<file path="src/rtl/srcsel_clk_div_pkg.sv">
package srcsel_clk_div_pkg;

    localparam int unsigned MAX_SRC = 4;

    // Width needed to hold the largest ratio the encoding can produce.
    function automatic int unsigned ratio_bits(int unsigned div_w, int unsigned step,
                                               int unsigned zero_ratio);
        int unsigned top_ratio;
        top_ratio = (32'd1 << div_w) * step;
        if (zero_ratio > top_ratio) top_ratio = zero_ratio;
        return $clog2(top_ratio + 1);
    endfunction

endpackage

</file>
<file path="src/rtl/srcsel_clk_div_ratio.sv">
// Decodes the stepped ratio field into an absolute divide ratio.
module srcsel_clk_div_ratio #(
    parameter int unsigned DIV_W      = 5,
    parameter int unsigned STEP       = 2,
    parameter int unsigned ZERO_RATIO = 20,
    parameter int unsigned RATIO_W    = 7
) (
    input  logic [DIV_W-1:0]   field_i,
    output logic [RATIO_W-1:0] ratio_o
);

    logic [RATIO_W-1:0] stepped;

    assign stepped = (RATIO_W'(field_i) + RATIO_W'(1)) * RATIO_W'(STEP);

    generate
        if (ZERO_RATIO != 0) begin : g_override
            assign ratio_o = (field_i == '0) ? RATIO_W'(ZERO_RATIO) : stepped;
        end else begin : g_plain
            assign ratio_o = stepped;
        end
    endgenerate

endmodule

</file>
<file path="src/rtl/srcsel_clk_div_rate.sv">
// Nominal output rate of the applied configuration.
module srcsel_clk_div_rate
    import srcsel_clk_div_pkg::*;
#(
    parameter int unsigned NUM_SRC = 3,
    parameter int unsigned SEL_W   = 2,
    parameter int unsigned RATIO_W = 7,
    parameter int unsigned RATE_W  = 32,
    parameter logic [MAX_SRC-1:0][RATE_W-1:0] SRC_RATE = '0
) (
    input  logic               run_i,
    input  logic [SEL_W-1:0]   sel_i,
    input  logic [RATIO_W-1:0] ratio_i,
    output logic [RATE_W-1:0]  rate_o
);

    logic [1:0] idx;

    assign idx = 2'(sel_i);

    always_comb begin
        rate_o = '0;
        if (run_i && (ratio_i != '0) && (32'(sel_i) < NUM_SRC)) begin
            rate_o = SRC_RATE[idx] / RATE_W'(ratio_i);
        end
    end

endmodule

</file>
<file path="src/rtl/srcsel_clk_div.sv">
// Source-select programmable clock divider (top).
module srcsel_clk_div
    import srcsel_clk_div_pkg::*;
#(
    parameter int unsigned NUM_SRC    = 3,
    parameter int unsigned SEL_W      = 2,
    parameter int unsigned DIV_W      = 5,
    parameter int unsigned STEP       = 2,
    parameter int unsigned ZERO_RATIO = 20,
    parameter int unsigned RATE_W     = 32,
    parameter logic [MAX_SRC-1:0][RATE_W-1:0] SRC_RATE =
        {32'd0, 32'd500_000_000, 32'd400_000_000, 32'd333_000_000}
) (
    input  logic               clk_i,
    input  logic               rst_ni,
    input  logic [NUM_SRC-1:0] src_tick_i,
    input  logic [SEL_W-1:0]   sel_i,
    input  logic [DIV_W-1:0]   ratio_i,
    output logic               clk_o,
    output logic [RATE_W-1:0]  rate_o
);

    localparam int unsigned RATIO_W = ratio_bits(DIV_W, STEP, ZERO_RATIO);
    localparam int unsigned NSEL    = 1 << SEL_W;

    typedef struct packed {
        logic               run;
        logic [SEL_W-1:0]   sel;
        logic [RATIO_W-1:0] ratio;
        logic [RATIO_W-1:0] cnt;
        logic               clk;
    } state_t;

    state_t             s_d, s_q;
    logic [RATIO_W-1:0] new_ratio;
    logic [NSEL-1:0]    tick_pad;
    logic               sel_ok;
    logic               sel_tick;
    logic               at_end;

    // Signals exposed to the bound checker
    logic               run_q;
    logic [SEL_W-1:0]   act_sel_q;
    logic [RATIO_W-1:0] act_ratio_q;
    logic [RATIO_W-1:0] cnt_q;

    // Pad the tick vector to the full select range; absent sources never tick.
    generate
        for (genvar g = 0; g < NSEL; g++) begin : g_pad
            if (g < NUM_SRC) begin : g_src
                assign tick_pad[g] = src_tick_i[g];
            end else begin : g_none
                assign tick_pad[g] = 1'b0;
            end
        end
    endgenerate

    srcsel_clk_div_ratio #(
        .DIV_W      (DIV_W),
        .STEP       (STEP),
        .ZERO_RATIO (ZERO_RATIO),
        .RATIO_W    (RATIO_W)
    ) u_ratio (
        .field_i (ratio_i),
        .ratio_o (new_ratio)
    );

    assign sel_ok   = (32'(sel_i) < NUM_SRC);
    assign sel_tick = s_q.run && tick_pad[s_q.sel];
    assign at_end   = (s_q.cnt == s_q.ratio - RATIO_W'(1));

    always_comb begin
        s_d = s_q;
        if (!s_q.run) begin
            // Parked: apply the request at once, first tick closes a period
            s_d.run   = sel_ok;
            s_d.sel   = sel_i;
            s_d.ratio = new_ratio;
            s_d.cnt   = new_ratio - RATIO_W'(1);
            s_d.clk   = 1'b0;
        end else if (sel_tick) begin
            if (at_end) begin
                // Period boundary: capture request, restart count, high phase
                s_d.run   = sel_ok;
                s_d.sel   = sel_i;
                s_d.ratio = new_ratio;
                s_d.cnt   = '0;
                s_d.clk   = sel_ok;
            end else begin
                s_d.cnt = s_q.cnt + RATIO_W'(1);
                s_d.clk = ((s_q.cnt + RATIO_W'(1)) < (s_q.ratio >> 1));
            end
        end else if (s_q.ratio == RATIO_W'(1)) begin
            s_d.clk = 1'b0;
        end
    end

    always_ff @(posedge clk_i or negedge rst_ni) begin
        if (!rst_ni) begin
            s_q <= '0;
        end else begin
            s_q <= s_d;
        end
    end

    srcsel_clk_div_rate #(
        .NUM_SRC  (NUM_SRC),
        .SEL_W    (SEL_W),
        .RATIO_W  (RATIO_W),
        .RATE_W   (RATE_W),
        .SRC_RATE (SRC_RATE)
    ) u_rate (
        .run_i   (s_q.run),
        .sel_i   (s_q.sel),
        .ratio_i (s_q.ratio),
        .rate_o  (rate_o)
    );

    assign clk_o       = s_q.clk;
    assign run_q       = s_q.run;
    assign act_sel_q   = s_q.sel;
    assign act_ratio_q = s_q.ratio;
    assign cnt_q       = s_q.cnt;

endmodule

</file>
<file path="config.mk">
export PLATFORM = sky130hd
export DESIGN_NAME = srcsel_clk_div
export DESIGN_NICKNAME = d
export VERILOG_FILES = /design/src/rtl/srcsel_clk_div_pkg.sv /design/src/rtl/srcsel_clk_div_ratio.sv /design/src/rtl/srcsel_clk_div_rate.sv /design/src/rtl/srcsel_clk_div.sv
export SDC_FILE = /design/constraint.sdc
export NUM_CORES = 1
export LEC_CHECK = 0
export BUFFER_PORTS_ARGS = -buffer_cell sky130_fd_sc_hd__buf_2
export CORE_MARGIN = 3
export CORE_UTILIZATION = 69
export CTS_BUF_LIST = sky130_fd_sc_hd__clkbuf_4
export CTS_CLUSTER_SIZE = 10
export DETAILED_ROUTE_END_ITERATION = 10
export GPL_TIMING_DRIVEN = 0
export HOLD_SLACK_MARGIN = 0.08
export PLACE_DENSITY = 0.92
export SKIP_CTS_REPAIR_TIMING = 1
export SLEW_MARGIN = 10
export SYNTH_ARGS = -nofsm -noshare
export SYNTH_HDL_FRONTEND = slang
export SYNTH_SLANG_ARGS = --single-unit
</file>
<file path="constraint.sdc">
create_clock -name clk_i -period 188.2 [get_ports clk_i]
set_input_delay 37.64 -clock clk_i [delete_from_list [all_inputs] [get_ports clk_i]]
set_output_delay 37.64 -clock clk_i [all_outputs]
set_load 0.05 [all_outputs]
</file>
==> qor.yml <==
status: "complete, no violations"
synth_seq_cells: 17
synth_edf_count: 0
antenna_found_initial: 0
antenna_cells: 0
htree_levels: 1
die_h_um: 177
synth_area_per_cell_sq_um: 6.92
finalHoldViolCount: 0
place_ws_ps: 70120
synth_adder_area_share_pct: 12.5
path_clk_slew_ps: 100
slew_violations: 0
slowest_stage: "dfrtp_1"
area_growth_pct: 3.76
grt_max_degree: 37
core_sq_um: 28800
post-route-period-util_pct: 64.1
netlist_area_sq_um: 20300
io_buffer_count: 44
syn_inst: 2929
worstSetupPathType: "reg -> out"
finalNonFillerCells: 3363
io_pins: 45
clock_path_buffers: 2
gp_congestion: 0.976
firstDrtPassIters: 7
worstSetupStartpointType: "flip-flop"
max-cap-violations: 0
ys_types: 131
final.setup_skew_ps: 2.60
period_minus_slack_ps: 120650
cts-root-buf: "clkbuf_4"
grt_pass1_vias: 21800
cts_buffers: 3
tightestPinTransition_ps: 1230
dp_hpwl_um: 51400
synth-compound-area-share_pct: 34.2
track_usage_pct: 38.7
fin_util_pct: 73.0
synth-seq-area-share_pct: 2.10
drive_above_1_share_pct: 9.03
drt.antenna.violating_nets: 0
cts.sinks: 17
post_drt_via_cell_ratio: 7.09
routedWlPerCell_um: 19.1
cts_tree: "done"
dieArea_sq_um: 31400
hp-class: "reg -> reg"
start_util_pct: 70.4
drc_errors: 0
synth_top_family_by_area: "compound AO/OA/AOI/OAI gates"
fp-row-count: 62
nets: 3191
slew_headroom_pct: 18.1
grt_overflow_total: 0
cp-end-kind: "output pin"
via_count: 23900
fmax_mhz: 8.29
yosys.area_share.simple_pct: 32.4
synth_xor_area_share_pct: 10.0
cp_common_cell: "o21a_1"
placedCellCount: 3359
drtIter0Drc: 2891
setup-tns-final_ps: 0
cp_max_fo: 24
postSynth.asyncResetShare_pct: 100
finalWirelength_um: 64200
crit_required_ps: 150560
muxShareOfSynthArea_pct: 5.08
arrival_ps: 83010
ys.flop_type: "dfrtp_1"
yosysWarnings: 0
critPathMaxStageDelay_ps: 730
setup_slack_ps: 67550
die_x_um: 177
clock_latency_ps: 290
finalSetupViolCount: 0
grt_pass1_wl_um: 105000
rsz0062_at_grt: "false"
[worst max-delay path: cells and delay by family, from the launching register on]
kind / cells / cell delay (ps)
XOR/XNOR: 1 / 150
buffers and inverters: 45 / 9970
adder cells (fa/ha/maj): 31 / 9490
flip-flops: 1 / 730
AO/OA/AOI/OAI: 154 / 32260
multiplexers: 12 / 3620
AND/OR/NAND/NOR: 112 / 26300
[area by class of cell]
type | count | area [sq um]
Timing Repair Buffer | 45 | 248
Sequential cell | 17 | 425
Fill cell | 2478 | 7760
Multi-Input combinational cell | 2740 | 19100
Inverter | 89 | 334
Buffer | 84 | 393
Tap cell | 384 | 480
Clock buffer | 4 | 30.0
[routing by layer]
layer / global-route usage, % / share of wire [%] / up-vias
li1: - / - / 11300
met4: 15.5 / 4.5 / 0
met3: 3.42 / 7.7 / 242
met1: 50.6 / 42 / 11100
met5: 0 / 0 / -
met2: 65.5 / 46 / 1222
[final timing paths]
kind                           startpoint              to  slack (ps)  cells after the start
min                              cnt_q[6]        cnt_q[6]         640                      2
max reg2reg                act_ratio_q[1]  act_ratio_q[2]      183880                     13
max                        act_ratio_q[1]       rate_o[0]       67550                    355
max in group asynchronous          rst_ni  act_ratio_q[1]      150670                      1
min reg2reg                      cnt_q[6]        cnt_q[6]         640                      2
min in group asynchronous          rst_ni        cnt_q[6]       37250                      1
[synth_stat cells (all sizes together) (11+ instances only)]
library cell / instances / area (sq um)
o21a: 115 / 863
nor3b: 14 / 110
a21boi: 27 / 214
nor2b: 22 / 138
o211ai: 36 / 290
or3: 53 / 342
o31ai: 30 / 280
buf: 41 / 231
a2111oi: 23 / 254
nand2b: 38 / 238
and3: 37 / 236
clkbuf: 43 / 161
nor4: 43 / 333
nand3: 103 / 551
nor3: 169 / 941
a311oi: 12 / 111
a31oi: 44 / 312
or2: 32 / 205
xor2: 79 / 692
o211a: 13 / 130
nand2: 238 / 898
nand4: 56 / 350
mux2i: 49 / 507
a21o: 78 / 586
o31a: 11 / 98.9
o22ai: 14 / 87.6
mux2: 46 / 522
a211oi: 41 / 368
o21bai: 24 / 180
o21ai: 153 / 766
and4: 11 / 96.3
nor2: 314 / 1190
a31o: 12 / 105
a21oi: 208 / 1040
ha: 195 / 2440
and2: 43 / 269
xnor2: 150 / 1340
or4: 16 / 131
nor4b: 18 / 219
a211o: 18 / 158
inv: 89 / 334
dfrtp: 17 / 425
[layout by cell type, fill, tap and decap left out, types with 44 or more instances in the layout]
master / n
a21o_1: 78
a21oi_1: 207
buf_2: 70
ha_1: 195
inv_1: 82
mux2_2: 44
mux2i_1: 47
nand2_1: 236
nand3_1: 99
nand4_1: 56
nor2_1: 310
nor3_1: 155
o21a_1: 115
o21ai_0: 124
or3_1: 51
xnor2_1: 148
xor2_1: 79
[registers in the layout (all words and copies together) (netlist names)]
| register | count |
|---|---|
| run_q | 1 |
| act_ratio_q | 6 |
| act_sel_q | 2 |
| clk_o | 1 |
| cnt_q | 7 |
[stage by stage]
step | cell area [sq um] | hold WS, ps
final | 21000 | 645
after global placement | 21000 | 588
after CTS | 21000 | 647
after floorplan | 20300 | 562
after global routing | 21000 | 678
after detailed placement | 21000 | 622
[cell families (layout without fill, tap and decap cells)]
| group | count (synthesis) | after routing |
|---|---|---|
| compound gates | 970 | 970 |
| simple gates | 1243 | 1243 |
| other cells | 1 | 2 |
| xor+xnor | 229 | 229 |
| flops | 17 | 17 |
| buf+inv | 173 | 222 |
| fa+ha+maj | 201 | 201 |
| mux | 95 | 95 |
Power is left out: the tool's default activity adds up to more than one toggle a clock period on the data nets, which glitch-free logic cannot reach.
